==> config.mk <==
export PLATFORM = sky130hd
export DESIGN_NAME = pingpong_dma_addr
export DESIGN_NICKNAME = d
export VERILOG_FILES = /design/src/rtl/ppdma_pkg.sv /design/src/rtl/ppdma_regs.sv /design/src/rtl/ppdma_seq.sv /design/src/rtl/pingpong_dma_addr.sv
export SDC_FILE = /design/constraint.sdc
export NUM_CORES = 1
export LEC_CHECK = 0
export BUFFER_PORTS_ARGS = -buffer_cell sky130_fd_sc_hd__buf_2
export CORE_MARGIN = 3
export CORE_UTILIZATION = 45
export CTS_CLUSTER_SIZE = 20
export DETAILED_ROUTE_END_ITERATION = 7
export GPL_ROUTABILITY_DRIVEN = 0
export GPL_TIMING_DRIVEN = 0
export PLACE_DENSITY_LB_ADDON = 0.05
export SLEW_MARGIN = 40
export SYNTH_ARGS = -nofsm -noshare
export SYNTH_HDL_FRONTEND = slang
export SYNTH_SLANG_ARGS = --single-unit
==> constraint.sdc <==
create_clock -name clk_i -period 4.35 [get_ports clk_i]
set_input_delay 0.87 -clock clk_i [delete_from_list [all_inputs] [get_ports clk_i]]
set_output_delay 0.87 -clock clk_i [all_outputs]
set_load 0.05 [all_outputs]
==> src/rtl/ppdma_pkg.sv <==
package ppdma_pkg;
  localparam int RA_W = 5;

  localparam logic [RA_W-1:0] OFS_CTRL   = 5'h00;
  localparam logic [RA_W-1:0] OFS_FIN    = 5'h02;
  localparam logic [RA_W-1:0] OFS_BASE1L = 5'h04;
  localparam logic [RA_W-1:0] OFS_LEN1   = 5'h0c;
  localparam logic [RA_W-1:0] OFS_LEN2   = 5'h0e;
  localparam logic [RA_W-1:0] OFS_POSL   = 5'h10;
  localparam logic [RA_W-1:0] OFS_POSH   = 5'h12;
  localparam logic [RA_W-1:0] OFS_OFFS   = 5'h14;
  localparam logic [RA_W-1:0] OFS_FMT    = 5'h16;

  typedef struct packed {
    logic       two_ch;
    logic       wide;
    logic [3:0] rate;
  } fmt_t;

  localparam fmt_t FMT_RST = '{two_ch: 1'b0, wide: 1'b1, rate: 4'h0};
endpackage

==> src/rtl/ppdma_regs.sv <==
module ppdma_regs
  import ppdma_pkg::*;
#(
  parameter int DATA_W = 16,
  localparam int ADDR_W = 2 * DATA_W
) (
  input  logic                       clk_i,
  input  logic                       rst_ni,
  input  logic                       we_i,
  input  logic [RA_W-1:0]            addr_i,
  input  logic [DATA_W-1:0]          wdata_i,
  output logic [DATA_W-1:0]          rdata_o,
  input  logic [1:0]                 fin_set_i,
  input  logic [DATA_W-1:0]          ofs_i,
  input  logic [ADDR_W-1:0]          pos_i,
  output logic [1:0][ADDR_W-1:0]     base_o,
  output logic [1:0][DATA_W-1:0]     len_o,
  output logic                       run_o,
  output fmt_t                       fmt_o,
  output logic [1:0]                 fin_o
);
  logic [5:0] ctrl_q;
  fmt_t       fmt_q;
  logic [1:0] fin_q, fin_clr;

  for (genvar g = 0; g < 2; g++) begin : g_region
    localparam logic [RA_W-1:0] LO_OFS  = OFS_BASE1L + RA_W'(4 * g);
    localparam logic [RA_W-1:0] HI_OFS  = LO_OFS + RA_W'(2);
    localparam logic [RA_W-1:0] LEN_OFS = OFS_LEN1 + RA_W'(2 * g);
    always_ff @(posedge clk_i or negedge rst_ni) begin
      if (!rst_ni) begin
        base_o[g] <= '0;
        len_o[g]  <= '0;
      end else if (we_i) begin
        if (addr_i == LO_OFS)  base_o[g][DATA_W-1:0]      <= wdata_i;
        if (addr_i == HI_OFS)  base_o[g][ADDR_W-1:DATA_W] <= wdata_i;
        if (addr_i == LEN_OFS) len_o[g]                   <= wdata_i;
      end
    end
  end

  // bit 1 -> region 1, bit 2 -> region 2
  assign fin_clr = (we_i && addr_i == OFS_FIN) ? wdata_i[2:1] : 2'b00;

  always_ff @(posedge clk_i or negedge rst_ni) begin
    if (!rst_ni) begin
      ctrl_q <= '0;
      fmt_q  <= FMT_RST;
      fin_q  <= '0;
    end else begin
      if (we_i && addr_i == OFS_CTRL) ctrl_q <= wdata_i[5:0];
      if (we_i && addr_i == OFS_FMT)  fmt_q  <= fmt_t'(wdata_i[5:0]);
      fin_q <= (fin_q & ~fin_clr) | fin_set_i;  // set wins
    end
  end

  always_comb begin
    rdata_o = '0;
    case (addr_i)
      OFS_CTRL:        rdata_o = DATA_W'(ctrl_q);
      OFS_FIN:         rdata_o = DATA_W'({fin_q, 1'b0});
      5'h04:           rdata_o = base_o[0][DATA_W-1:0];
      5'h06:           rdata_o = base_o[0][ADDR_W-1:DATA_W];
      5'h08:           rdata_o = base_o[1][DATA_W-1:0];
      5'h0a:           rdata_o = base_o[1][ADDR_W-1:DATA_W];
      OFS_LEN1:        rdata_o = len_o[0];
      OFS_LEN2:        rdata_o = len_o[1];
      OFS_POSL:        rdata_o = pos_i[DATA_W-1:0];
      OFS_POSH:        rdata_o = pos_i[ADDR_W-1:DATA_W];
      OFS_OFFS:        rdata_o = ofs_i;
      OFS_FMT:         rdata_o = DATA_W'(fmt_q);
      default:         rdata_o = '0;
    endcase
  end

  assign run_o = ctrl_q[0];
  assign fmt_o = fmt_q;
  assign fin_o = fin_q;
endmodule

==> src/rtl/ppdma_seq.sv <==
module ppdma_seq #(
  parameter int LEN_W = 16,
  parameter int ADDR_W = 32
) (
  input  logic                   clk_i,
  input  logic                   rst_ni,
  input  logic                   run_i,
  input  logic                   req_i,
  input  logic                   wide_i,
  input  logic                   two_ch_i,
  input  logic [1:0][ADDR_W-1:0] base_i,
  input  logic [1:0][LEN_W-1:0]  len_i,
  output logic [LEN_W-1:0]       ofs_o,
  output logic                   region_o,
  output logic [1:0]             fin_set_o,
  output logic [ADDR_W-1:0]      pos_o
);
  logic [LEN_W-1:0] ofs_q;
  logic             region_q;
  logic [LEN_W:0]   step, nxt;
  logic             adv, wrap;

  assign step = (LEN_W+1)'(1) << ({1'b0, wide_i} + {1'b0, two_ch_i});
  assign nxt  = {1'b0, ofs_q} + step;
  assign wrap = nxt >= {1'b0, len_i[region_q]};
  assign adv  = run_i & req_i;

  always_ff @(posedge clk_i or negedge rst_ni) begin
    if (!rst_ni) begin
      ofs_q    <= '0;
      region_q <= 1'b0;
    end else if (adv) begin
      if (wrap) begin
        ofs_q    <= '0;
        region_q <= ~region_q;
      end else begin
        ofs_q    <= nxt[LEN_W-1:0];
      end
    end
  end

  assign fin_set_o = (adv && wrap) ? (region_q ? 2'b10 : 2'b01) : 2'b00;
  assign pos_o     = base_i[region_q] + ADDR_W'(ofs_q);
  assign ofs_o     = ofs_q;
  assign region_o  = region_q;
endmodule

==> src/rtl/pingpong_dma_addr.sv <==
module pingpong_dma_addr
  import ppdma_pkg::*;
#(
  parameter int DATA_W = 16,
  localparam int ADDR_W = 2 * DATA_W
) (
  input  logic              clk_i,
  input  logic              rst_ni,
  input  logic              reg_we_i,
  input  logic [RA_W-1:0]   reg_addr_i,
  input  logic [DATA_W-1:0] reg_wdata_i,
  output logic [DATA_W-1:0] reg_rdata_o,
  input  logic              sample_req_i,
  output logic [ADDR_W-1:0] mem_addr_o,
  output logic              irq_o
);
  logic [1:0][ADDR_W-1:0] base;
  logic [1:0][DATA_W-1:0] len;
  logic                   run;
  fmt_t                   fmt;
  logic [1:0]             fin, fin_set;
  logic [DATA_W-1:0]      ofs_q;
  logic                   region_q;
  logic [ADDR_W-1:0]      pos;

  ppdma_regs #(.DATA_W(DATA_W)) u_regs (
    .clk_i, .rst_ni,
    .we_i(reg_we_i), .addr_i(reg_addr_i), .wdata_i(reg_wdata_i),
    .rdata_o(reg_rdata_o), .fin_set_i(fin_set), .ofs_i(ofs_q), .pos_i(pos),
    .base_o(base), .len_o(len), .run_o(run), .fmt_o(fmt), .fin_o(fin)
  );

  ppdma_seq #(.LEN_W(DATA_W), .ADDR_W(ADDR_W)) u_seq (
    .clk_i, .rst_ni,
    .run_i(run), .req_i(sample_req_i), .wide_i(fmt.wide), .two_ch_i(fmt.two_ch),
    .base_i(base), .len_i(len), .ofs_o(ofs_q), .region_o(region_q),
    .fin_set_o(fin_set), .pos_o(pos)
  );

  assign mem_addr_o = pos;
  assign irq_o      = |fin;
endmodule

==> impl_metrics.env <==
export IMPL_synth_top_area_cell="dfrtp_1"
export IMPL_dpl_hpwl_um=22300
export IMPL_cts_buffer_depth=2
export IMPL_worstPathMaxFanout=8
export IMPL_initial_utilization_pct=46.6
export IMPL_critPathTopFamily="compound AO/OA/AOI/OAI gates"
export IMPL_crit_arrival_ns=3.51
export IMPL_fin_crit_ns=4.38
export IMPL_netlist_instances=807
export IMPL_drive_above_1_share_pct=43.0
export IMPL_layout_setup_ws_ns=-0.0309
export IMPL_total_power_w=0.00659
export IMPL_dpl_cell_area_um2=9610
export IMPL_synth_top_area_share_pct=36.9
export IMPL_num_vias=7424
export IMPL_outcome="finished with violations"
export IMPL_grt_max_degree=65
export IMPL_grt_remaining_overflow=0
export IMPL_slew_violations=0
export IMPL_layout_nets=1002
export IMPL_finalInstanceArea_um2=11200
export IMPL_num_io_pins=74
export IMPL_final_common_cell="dfrtp_1"
export IMPL_hold_buffers=0
export IMPL_wl_um=30100
export IMPL_syn_cell_area_um2=8550
export IMPL_crit_path_max_incr_delay_ns=0.41
export IMPL_worstSetupPathType="reg2out"
export IMPL_avgSynthCellArea_um2=10.6
export IMPL_std_cell_rows=49
export IMPL_dr_pass1_iters=5
export IMPL_final_cell_mix="126 x dfrtp_1, 116 x mux2_2, 54 x buf_2, 47 x buf_4, 40 x a22oi_1"
export IMPL_yosys_register_bits=127
export IMPL_mappedNetlistNets=873
export IMPL_yosysWarnings=0
export IMPL_synth_area_top_cells="dfrtp_1 37%, mux2_2 17%, ha_1 5.7%"
export IMPL_cts_tree="done"
export IMPL_grt_pass1_wl_um=44500
export IMPL_clk_pin_slew_ns=0.06
export IMPL_grt_use_total_pct=29.1
export IMPL_cts_sinks=127
export IMPL_routed_via_density=6.30
export IMPL_cts_root_buffer="clkbuf_16"
export IMPL_fillers=1516
export IMPL_cp_start_kind="flip-flop"
export IMPL_fmax_ghz=0.228
export IMPL_critPathSlowestCell="dfrtp_1"
export IMPL_dp_cells=1106
export IMPL_core_um2=18300
export IMPL_r2r_setup_slack_ns=0.21
export IMPL_htree_levels=4
export IMPL_area_growth_pct=30.9
export IMPL_grt_setup_unrepaired="yes"
export IMPL_yosysSeqAreaShare_pct=37.2
export IMPL_die_area_um2=20700
export IMPL_grt_pass1_vias=7567
export IMPL_leakagePower_nw=5.09
export IMPL_io_buffers=68
export IMPL_synthFlopType="dfrtp_1"
export IMPL_insertion_delay_ns=0.43
export IMPL_drc=0
export IMPL_final_hold_viol_count=0
export IMPL_async_reset_ff_share_pct=100
export IMPL_cp_required_ns=3.48
export IMPL_die_y_um=144
export IMPL_skew_ns=0.00750
export IMPL_violations="negative setup slack"
export IMPL_cap_violations=0
export IMPL_final_setup_viol_count=7
export IMPL_peakVddDrop_v=0.000627
export IMPL_layout_worst_path_cycle_share_pct=101
export IMPL_tns_ns=-0.144
export IMPL_path_buf_inv=2
export IMPL_synth_edf_count=0
export IMPL_path_cells="buf_12 -> mux2_4 -> ha_4 -> fa_2 -> a211oi_4 -> o211ai_1 -> nand3_2 -> o211ai_4 -> and2b_2 -> xnor2_4 -> a221o_2 -> buf_6"
export IMPL_antenna_found_initial=0
export IMPL_drt_iter0_markers=618
export IMPL_ant_nets=0
export IMPL_avgRoutedWirePerCell_um=25.5
export IMPL_slew_headroom_pct=40.6
export IMPL_cts_made_buffers=17
export IMPL_synth_distinct_cells=73
export IMPL_fin_cells=1178
export IMPL_powerDensity_nw_per_um2=589
export IMPL_tightestPinTransition_ns=0.888
export IMPL_die_w_um=144
export IMPL_holdCritPathClass="in2async"
export IMPL_crit_path_end_kind="output pin"
export IMPL_diodes=0
-- worst reg2reg max path: stages, from the launching register on --
cell      delay [ns]
dfstp_2         0.55
inv_1           0.10
ha_4            0.29
inv_1           0.05
fa_1            0.43
nor2b_1         0.12
o21ai_0         0.12
nand2_1         0.19
nand3_2         0.14
nor2_2          0.15
xnor2_1         0.15
ha_1            0.28
a21o_1          0.16
a21o_1          0.18
a21oi_2         0.17
o211ai_1        0.12
a21boi_2        0.27
buf_4           0.17
nand3_1         0.19
o22ai_1         0.21
-- layer usage --
| metal | part of all wire (%) | global-route usage, % | wire length, µm |
|---|---|---|---|
| met5 | 0 | 0 | 0 |
| met4 | 4.3 | 12.6 | 1300 |
| met3 | 4.9 | 5.16 | 1480 |
| met2 | 50 | 48.9 | 14900 |
| met1 | 41 | 36.9 | 12400 |
-- state kept, by name (all words and copies together), names as in the netlist --
name,count
u_regs.ctrl_q,6
u_seq.region_o,1
u_seq.ofs_o,16
u_regs.fmt_o,6
u_regs.fin_o,2
u_regs.len_o,32
u_regs.base_o,64
-- logic make-up after synthesis --
family	after synthesis	synth area share, %
xor+xnor	41	4.20
compound gates	186	16.4
simple gates	197	12.4
fa+ha+maj	41	6.18
flops	127	37.2
mux	161	20.7
buf+inv	54	2.96
-- timing repair --
action	in CTS	in global routing
setup buffers	18	25
setup endpoints to repair	56	55
pin swaps	22	44
cloned	2	0
gates resized for setup	95	61
-- layout make-up --
type,count,area (µm²),area share (%)
plain buffers,30,176,1.58
clock buffers,17,425,3.80
clock inverters,15,185,1.65
inverters,19,73.8,0.660
multi-input cells,626,5930,53.0
flip-flops and latches,127,3180,28.4
well taps,229,287,2.56
repair buffers,115,937,8.37
-- worst paths after layout --
| kind | startpoint | endpoint | cells after the start |
|---|---|---|---|
| max in group asynchronous | rst_ni | u_regs.fmt_o[4] | 3 |
| min in group clk_i | u_regs.ctrl_q[5] | u_regs.ctrl_q[5] | 1 |
| setup reg to reg | u_regs.fmt_o[4] | u_seq.ofs_o[6] | 19 |
| setup / recovery | u_seq.region_o | reg_rdata_o[6] | 12 |
| hold / removal | rst_ni | u_regs.len_o[29] | 1 |
| hold reg to reg | u_regs.ctrl_q[5] | u_regs.ctrl_q[5] | 1 |
-- synthesized netlist by cell type, types with 3 or more instances --
master    number
a211o_1        4
a211oi_1       4
a21o_1        12
a21oi_1       40
a221o_1        7
a221oi_1       3
a222oi_1       5
a22o_1        15
a22oi_1       40
a31oi_1        8
a32o_1         4
and2_1         5
and3_1        12
buf_1          4
buf_2         13
clkbuf_1      14
dfrtp_1      126
ha_1          39
inv_1         19
mux2_2       127
mux2i_1       34
nand2_1       44
nand2b_1       7
nand3_1       40
nand3b_1       3
nand4_1       12
nor2_1        36
nor2b_1       10
nor3_1         3
o211ai_1       6
o21ai_0       13
o22ai_1        3
o31ai_1        3
or2_2          4
xnor2_1       27
xor2_1        14
-- power by group --
group | internal, W | leakage [nW] | switching, W
sequential | 0.00142 | 1.63 | 0.000308
clock | 0.000907 | 0.283 | 0.000584
combinational | 0.00139 | 3.18 | 0.00199
-- through the flow --
| step | hold WS (ns) | utilization [%] | worst slack, ns |
|---|---|---|---|
| 2_1_floorplan | 0.471 | - | -0.0560 |
| 3_3_place_gp | 0.496 | 52.1 | -0.452 |
| 3_5_place_dp | 0.495 | 52.4 | -0.492 |
| 4_1_cts | 0.255 | 58.9 | -0.228 |
| 5_1_grt | 0.256 | 61.0 | -0.149 |
| 6_report | 0.258 | 61.0 | -0.0309 |
(Power assumes the default switching activity.)
